`src/rtl/mux_bytewr.sv`:
```
module mux_bytewr #(
  parameter int WR_CYC = 1
) (
  input  logic        clk,
  input  logic        rst,
  input  logic        req_valid,
  output logic        req_ready,
  input  logic [7:0]  req_byte,
  input  logic [20:0] req_ptr,
  input  logic        wide_en,
  output logic [15:0] ad_out,
  output logic        ad_oe,
  output logic [3:0]  a_hi,
  output logic        ale,
  output logic        oe_n,
  output logic        wrh_n,
  output logic        wrl_n,
  output logic        ba0,
  output logic        ub_n,
  output logic        lb_n
);
  localparam int CW = (WR_CYC > 1) ? $clog2(WR_CYC) : 1;

  typedef enum logic [2:0] {S_IDLE, S_ADDR, S_SETUP, S_STRB, S_HOLD} st_t;

  st_t          st;
  logic [CW-1:0] cnt;
  logic [7:0]   dat;
  logic [20:0]  ptr;
  logic         wide;
  logic         busy;

  always_ff @(posedge clk) begin
    if (rst) begin
      st   <= S_IDLE;
      cnt  <= '0;
      dat  <= '0;
      ptr  <= '0;
      wide <= 1'b0;
    end else begin
      case (st)
        S_IDLE: if (req_valid) begin
          dat  <= req_byte;
          ptr  <= req_ptr;
          wide <= wide_en;
          st   <= S_ADDR;
        end
        S_ADDR:  st <= S_SETUP;
        S_SETUP: begin
          cnt <= CW'(WR_CYC - 1);
          st  <= S_STRB;
        end
        S_STRB: begin
          if (cnt == '0) st <= S_HOLD;
          else           cnt <= cnt - 1'b1;
        end
        default: st <= S_IDLE;
      endcase
    end
  end

  assign busy      = (st != S_IDLE);
  assign req_ready = !busy;
  assign ale       = (st == S_ADDR);
  assign ad_oe     = busy;
  assign ad_out    = ale ? ptr[16:1] : (busy ? {dat, dat} : 16'h0000);
  assign a_hi      = (busy && wide) ? ptr[20:17] : 4'h0;
  assign oe_n      = 1'b1;
  assign wrl_n     = 1'b1;
  assign wrh_n     = (st != S_STRB);
  assign ba0       = busy && ptr[0];
  assign ub_n      = !(busy && ptr[0]);
  assign lb_n      = !(busy && !ptr[0]);
endmodule

```
`config.mk`:
```
export PLATFORM = sky130hd
export DESIGN_NAME = mux_bytewr
export DESIGN_NICKNAME = d
export VERILOG_FILES = /design/src/rtl/mux_bytewr.sv
export SDC_FILE = /design/constraint.sdc
export NUM_CORES = 1
export LEC_CHECK = 0
export ABC_AREA = 1
export BUFFER_PORTS_ARGS = -buffer_cell sky130_fd_sc_hd__buf_2
export CORE_ASPECT_RATIO = 0.8
export CORE_MARGIN = 10
export CORE_UTILIZATION = 45
export CTS_BUF_LIST = sky130_fd_sc_hd__clkbuf_16
export CTS_CLUSTER_SIZE = 10
export DETAILED_ROUTE_END_ITERATION = 10
export PLACE_DENSITY = 0.72
export SYNTH_ARGS = -nofsm -noshare
export SYNTH_HDL_FRONTEND = slang
export SYNTH_SLANG_ARGS = --single-unit
```
`constraint.sdc`:
```
create_clock -name clk -period 3.4 [get_ports clk]
set_input_delay 1.02 -clock clk [delete_from_list [all_inputs] [get_ports clk]]
set_output_delay 1.02 -clock clk [all_outputs]
set_load 0.02 [all_outputs]
```
**Word level (Yosys, flattened, before mapping)**

Cells that the tools add are included.

- Register bits after elaboration: 34
- Output and inout port bits: 29
- Word-level logic and storage cells: 32

- Add/subtract/negate cells: 1
- Equal/unequal tests: 6
- Muxes and demuxes: 8
- Reductions and logical operators: 12

Operator list:

| kind | number |
|---|---|
| $mux W16 | 2 |
| $pmux W3 S4 | 1 |
| $eq A3 B2 Y1 const B | 2 |
| $mux W3 | 2 |
| $logic_not A1 Y1 | 4 |
| $mux W4 | 1 |
| $ne A2 B2 Y1 const B | 2 |
| $reduce_and A2 Y1 | 2 |
| $eq A3 B1 Y1 const B | 1 |
| $logic_and A1 B1 Y1 | 3 |
| $logic_not A3 Y1 | 1 |
| $ne A3 B2 Y1 const B | 1 |
| $reduce_bool A3 Y1 | 1 |
| $pmux W1 S2 | 1 |
| $reduce_bool A2 Y1 | 1 |
| $mux W1 | 1 |
| $sub A1 B1 Y1 const B | 1 |

**Depth between registers and ports, before layout**

- Depth in word-level cells: 3
- Mapped depth: 6
- Depth with buffers taken out: 5

**Worst setup path after synthesis**

No wires, ideal clock.

- Path kind: flip-flop to output port
- From: register st[0]
- To: output port ad_out[10]
- Data arrival time: 1219 ps
- Required time: 2380 ps
- Setup slack: 1161 ps
- Cell stages (with the launch flop): 6
- Cells stage by stage: dfxtp_1 -> nor2_4 -> nand2_2 -> nand2_2 -> buf_2 -> o21ai_1

- Cells in the longest elaborated chain, start to end: 3
- Elaborated cells between the ends (all ways): 4
- Classes of those cells: eq/ne (1); mux (2); reduce/logical (1)

Ends and longest elaborated chain:

| what | line | text |
|---|---|---|
| start: declaration | 26 | `st_t st;` |
| start signal: assignment | 35 | `st <= S_IDLE;` |
| start signal: assignment | 46 | `st <= S_ADDR;` |
| start signal: assignment | 48 | `S_ADDR: st <= S_SETUP;` |
| $reduce_bool A3 Y1 | 62 | `assign busy = (st != S_IDLE);` |
| net ad_oe | 12 | `output logic ad_oe,` |
| $mux W16 (2 in a row) | 66 | `assign ad_out = ale ? ptr[16:1] : (busy ? {dat, dat} : 16'h0000);` |
| end: declaration | 11 | `output logic [15:0] ad_out,` |

The timed path passes the listed nets, and every way through them passes these cells.

**Final worst setup path**

- From: register st[1]
- To: output port ad_out[11]

- Cells in the longest elaborated chain, start to end: 3
- Elaborated cells between the ends (all ways): 4
- Classes of those cells: eq/ne (1); mux (2); reduce/logical (1)

Ends and longest elaborated chain:

| what | line |
|---|---|
| $reduce_bool A3 Y1 | 62 |
| $mux W16 | 66 |
| $mux W16 * | 66 |

Mark *: on every way between the ends. The rest lies on a longest branch, timed or not.

==> flow_summary.yaml <==
critical_path:
  crit_required_ns: 2.38
  r2r-start: "st[0]$_SDFFE_PP0P_"
  reg2regPathDepth: 7
  rr_endpoint: "ptr[11]$_SDFFE_PP0P_"
  crit_type: "reg2out"
  rrSetupSlack_ns: 1.71
  start_kind: "flop"
  endpoint_kind: "output port"
  cp_max_fo: 16
  crit_arrival_ns: 1.53
sta:
  fin_skew_ns: 0.00259
  fin_crit_ns: 2.55
  final_max_slew_viol_count: 0
  hold_viol_final: 0
  setup_tns_ns: 0
  rsz0062_at_grt: "false"
  max_freq_ghz: 0.392
  fin_crit_sh_pct: 75.0
  setup_violations: 0
global_route:
  grt_max_degree: 34
  grt_pass1_vias: 1917
  antenna_found_initial: 0
  track_usage_pct: 14.5
  grt_pass1_wl_um: 8640
  overflow: 0
detailed_routing:
  wl_per_cell_um: 11.9
  drc_errors: 0
  post_drt_via_cell_ratio: 4.52
  totalWireLength_um: 5110
  drtIter0Drc: 111
  first_pass_iters: 4
  route.vias.total: 1939
  ant_nets: 0
cells_and_area:
  final_common_cell: "inv_1"
  fill_cells: 396
  final_cell_mix: "inv_1 (94), nand2_1 (82), buf_2 (59)"
  drive_above_1_share_pct: 20.1
  final_nets: 406
  num_antenna_cells: 0
  finalNonFillerCells: 429
  area_delta_synth_final_pct: 24.2
power:
  total_power_uw: 1150
  ir_drop_v: 0.000284
  power.density_mw_per_mm2: 496
  p_leak_uw: 0.00144
logic_synthesis:
  ys_warn_count: 0
  yosysTopAreaCellShare_pct: 35.3
  synth_cell_types: 18
  ys.flop_type: "dfxtp_1"
  synthTopCellsByArea: "dfxtp_1 (35%), inv_1 (19%), nand2_1 (16%)"
  yosysTopAreaCell: "dfxtp_1"
  synth_seq_cells: 33
  seq_area_frac_synth_pct: 35.3
  synth_area_per_cell_um2: 5.85
  async_reset_ff_share_pct: 0
  synthCells: 320
  synth-edff-count: 0
  synth_area_mm2: 0.00187
floorplan:
  core_mm2: 0.00390
  initial_core_util_pct: 47.9
  die_h_um: 77.7
  io_pins: 62
  die-area_mm2: 0.00716
  die_w_um: 92.1
  rows: 20
placed_design:
  dp_cells: 421
  place.gp.congestion: 0.823
  io_buffers: 59
  dp_hpwl_um: 3610
worst_hold_path:
  min_from: "ptr[12]$_SDFFE_PP0P_"
  worstHoldPathType: "reg2reg"
  whs_endpoint: "ptr[12]$_SDFFE_PP0P_"
  min_path_cells: 4
clock_network:
  clock_latency_ns: 0.28
  cts_tree: "built"
  post_cts_buffers: 0
  clk_pin_slew_ns: 0.05
  cts_resized: 0
  cts_sinks: 33
  cts_buffer_depth: 2
  htreeDepth: 2
  cts_made_buffers: 5
  hold_buffers: 0
  cts-root-buf: "clkbuf_16"
run:
  drv_cap: 0
outcome:
  status: "finished clean"
==> cell families (layout without fill, tap and decap cells) <==
logic type	after synthesis	after routing	share of synthesized area, %
compound gates	16	16	4.28
buf+inv	115	168	24.1
simple gates	155	155	36.2
flops	33	33	35.3
other cells	1	2	0.200
==> worst max-delay path, stage by stage (launching register included) <==
cell and delay, ns:
dfxtp_1 0.40, nand3b_1 0.18, nand2_2 0.21, o21ai_1 0.25, buf_2 0.21
==> power by group <==
part           switching (uW)  internal, uW
Combinational             191          94.6
Sequential               17.7           427
Clock                     159           264
==> metal layers <==
metal | GRT usage (%) | part of all wire [%] | vias to the layer above
li1 | - | - | 1032
met3 | 6.44 | 8.6 | 8
met1 | 17.6 | 47 | 836
met5 | 0 | 0 | -
met4 | 3.69 | 1.3 | 0
met2 | 22.7 | 43 | 63
==> registers in the layout, indices dropped and copies added (netlist names) <==
signal and cells:
wide 1, st 3, ptr 21, dat 8
==> metrics by stage <==
step / util (%) / area (um^2) / setup slack, ns / hold WS (ns)
after floorplan: - / 1880 / 1.16 / 0.486
after detailed placement: 56.0 / 2190 / 1.17 / 0.499
after CTS: 59.6 / 2320 / 0.863 / 0.508
after global placement: 56.0 / 2190 / 1.22 / 0.498
after global routing: 59.6 / 2320 / 0.772 / 0.546
final: 59.6 / 2320 / 0.850 / 0.507
==> area by class of cell <==
| class | instances | area (um^2) | share of cell area (%) |
|---|---|---|---|
| clock buffer | 5 | 125 | 5.38 |
| multi-input combinational | 173 | 764 | 32.9 |
| inverter | 96 | 360 | 15.5 |
| sequential | 33 | 661 | 28.4 |
| clock inverter | 3 | 12.5 | 0.538 |
| timing repair buffer | 64 | 333 | 14.3 |
| tap | 55 | 68.8 | 2.96 |
==> synth_stat cells, types with 2 or more instances <==
cell and n:
inv_2 2, nand2_2 2, nor3_1 2, buf_1 4, nor2_1 36, buf_2 9
inv_1 94, buf_4 2, dfxtp_1 33, nand4_1 30, clkbuf_1 4, nand2_1 82
o21ai_1 10, o21ai_0 6
==> how the worst max path moves through the flow <==
stage / from / to / cells past startpoint
finish: st[1]$_SDFFE_PP0P_ / ad_out[11] / 4
global route: st[0]$_SDFFE_PP0P_ / ad_out[11] / 5
CTS: st[1]$_SDFFE_PP0P_ / ad_out[11] / 5
detailed placement: st[1]$_SDFFE_PP0P_ / ad_out[11] / 5
global placement: st[1]$_SDFFE_PP0P_ / ad_out[14] / 5
floorplan: st[0]$_SDFFE_PP0P_ / ad_out[10] / 5
Note: power is estimated with default switching activity, not from simulation.
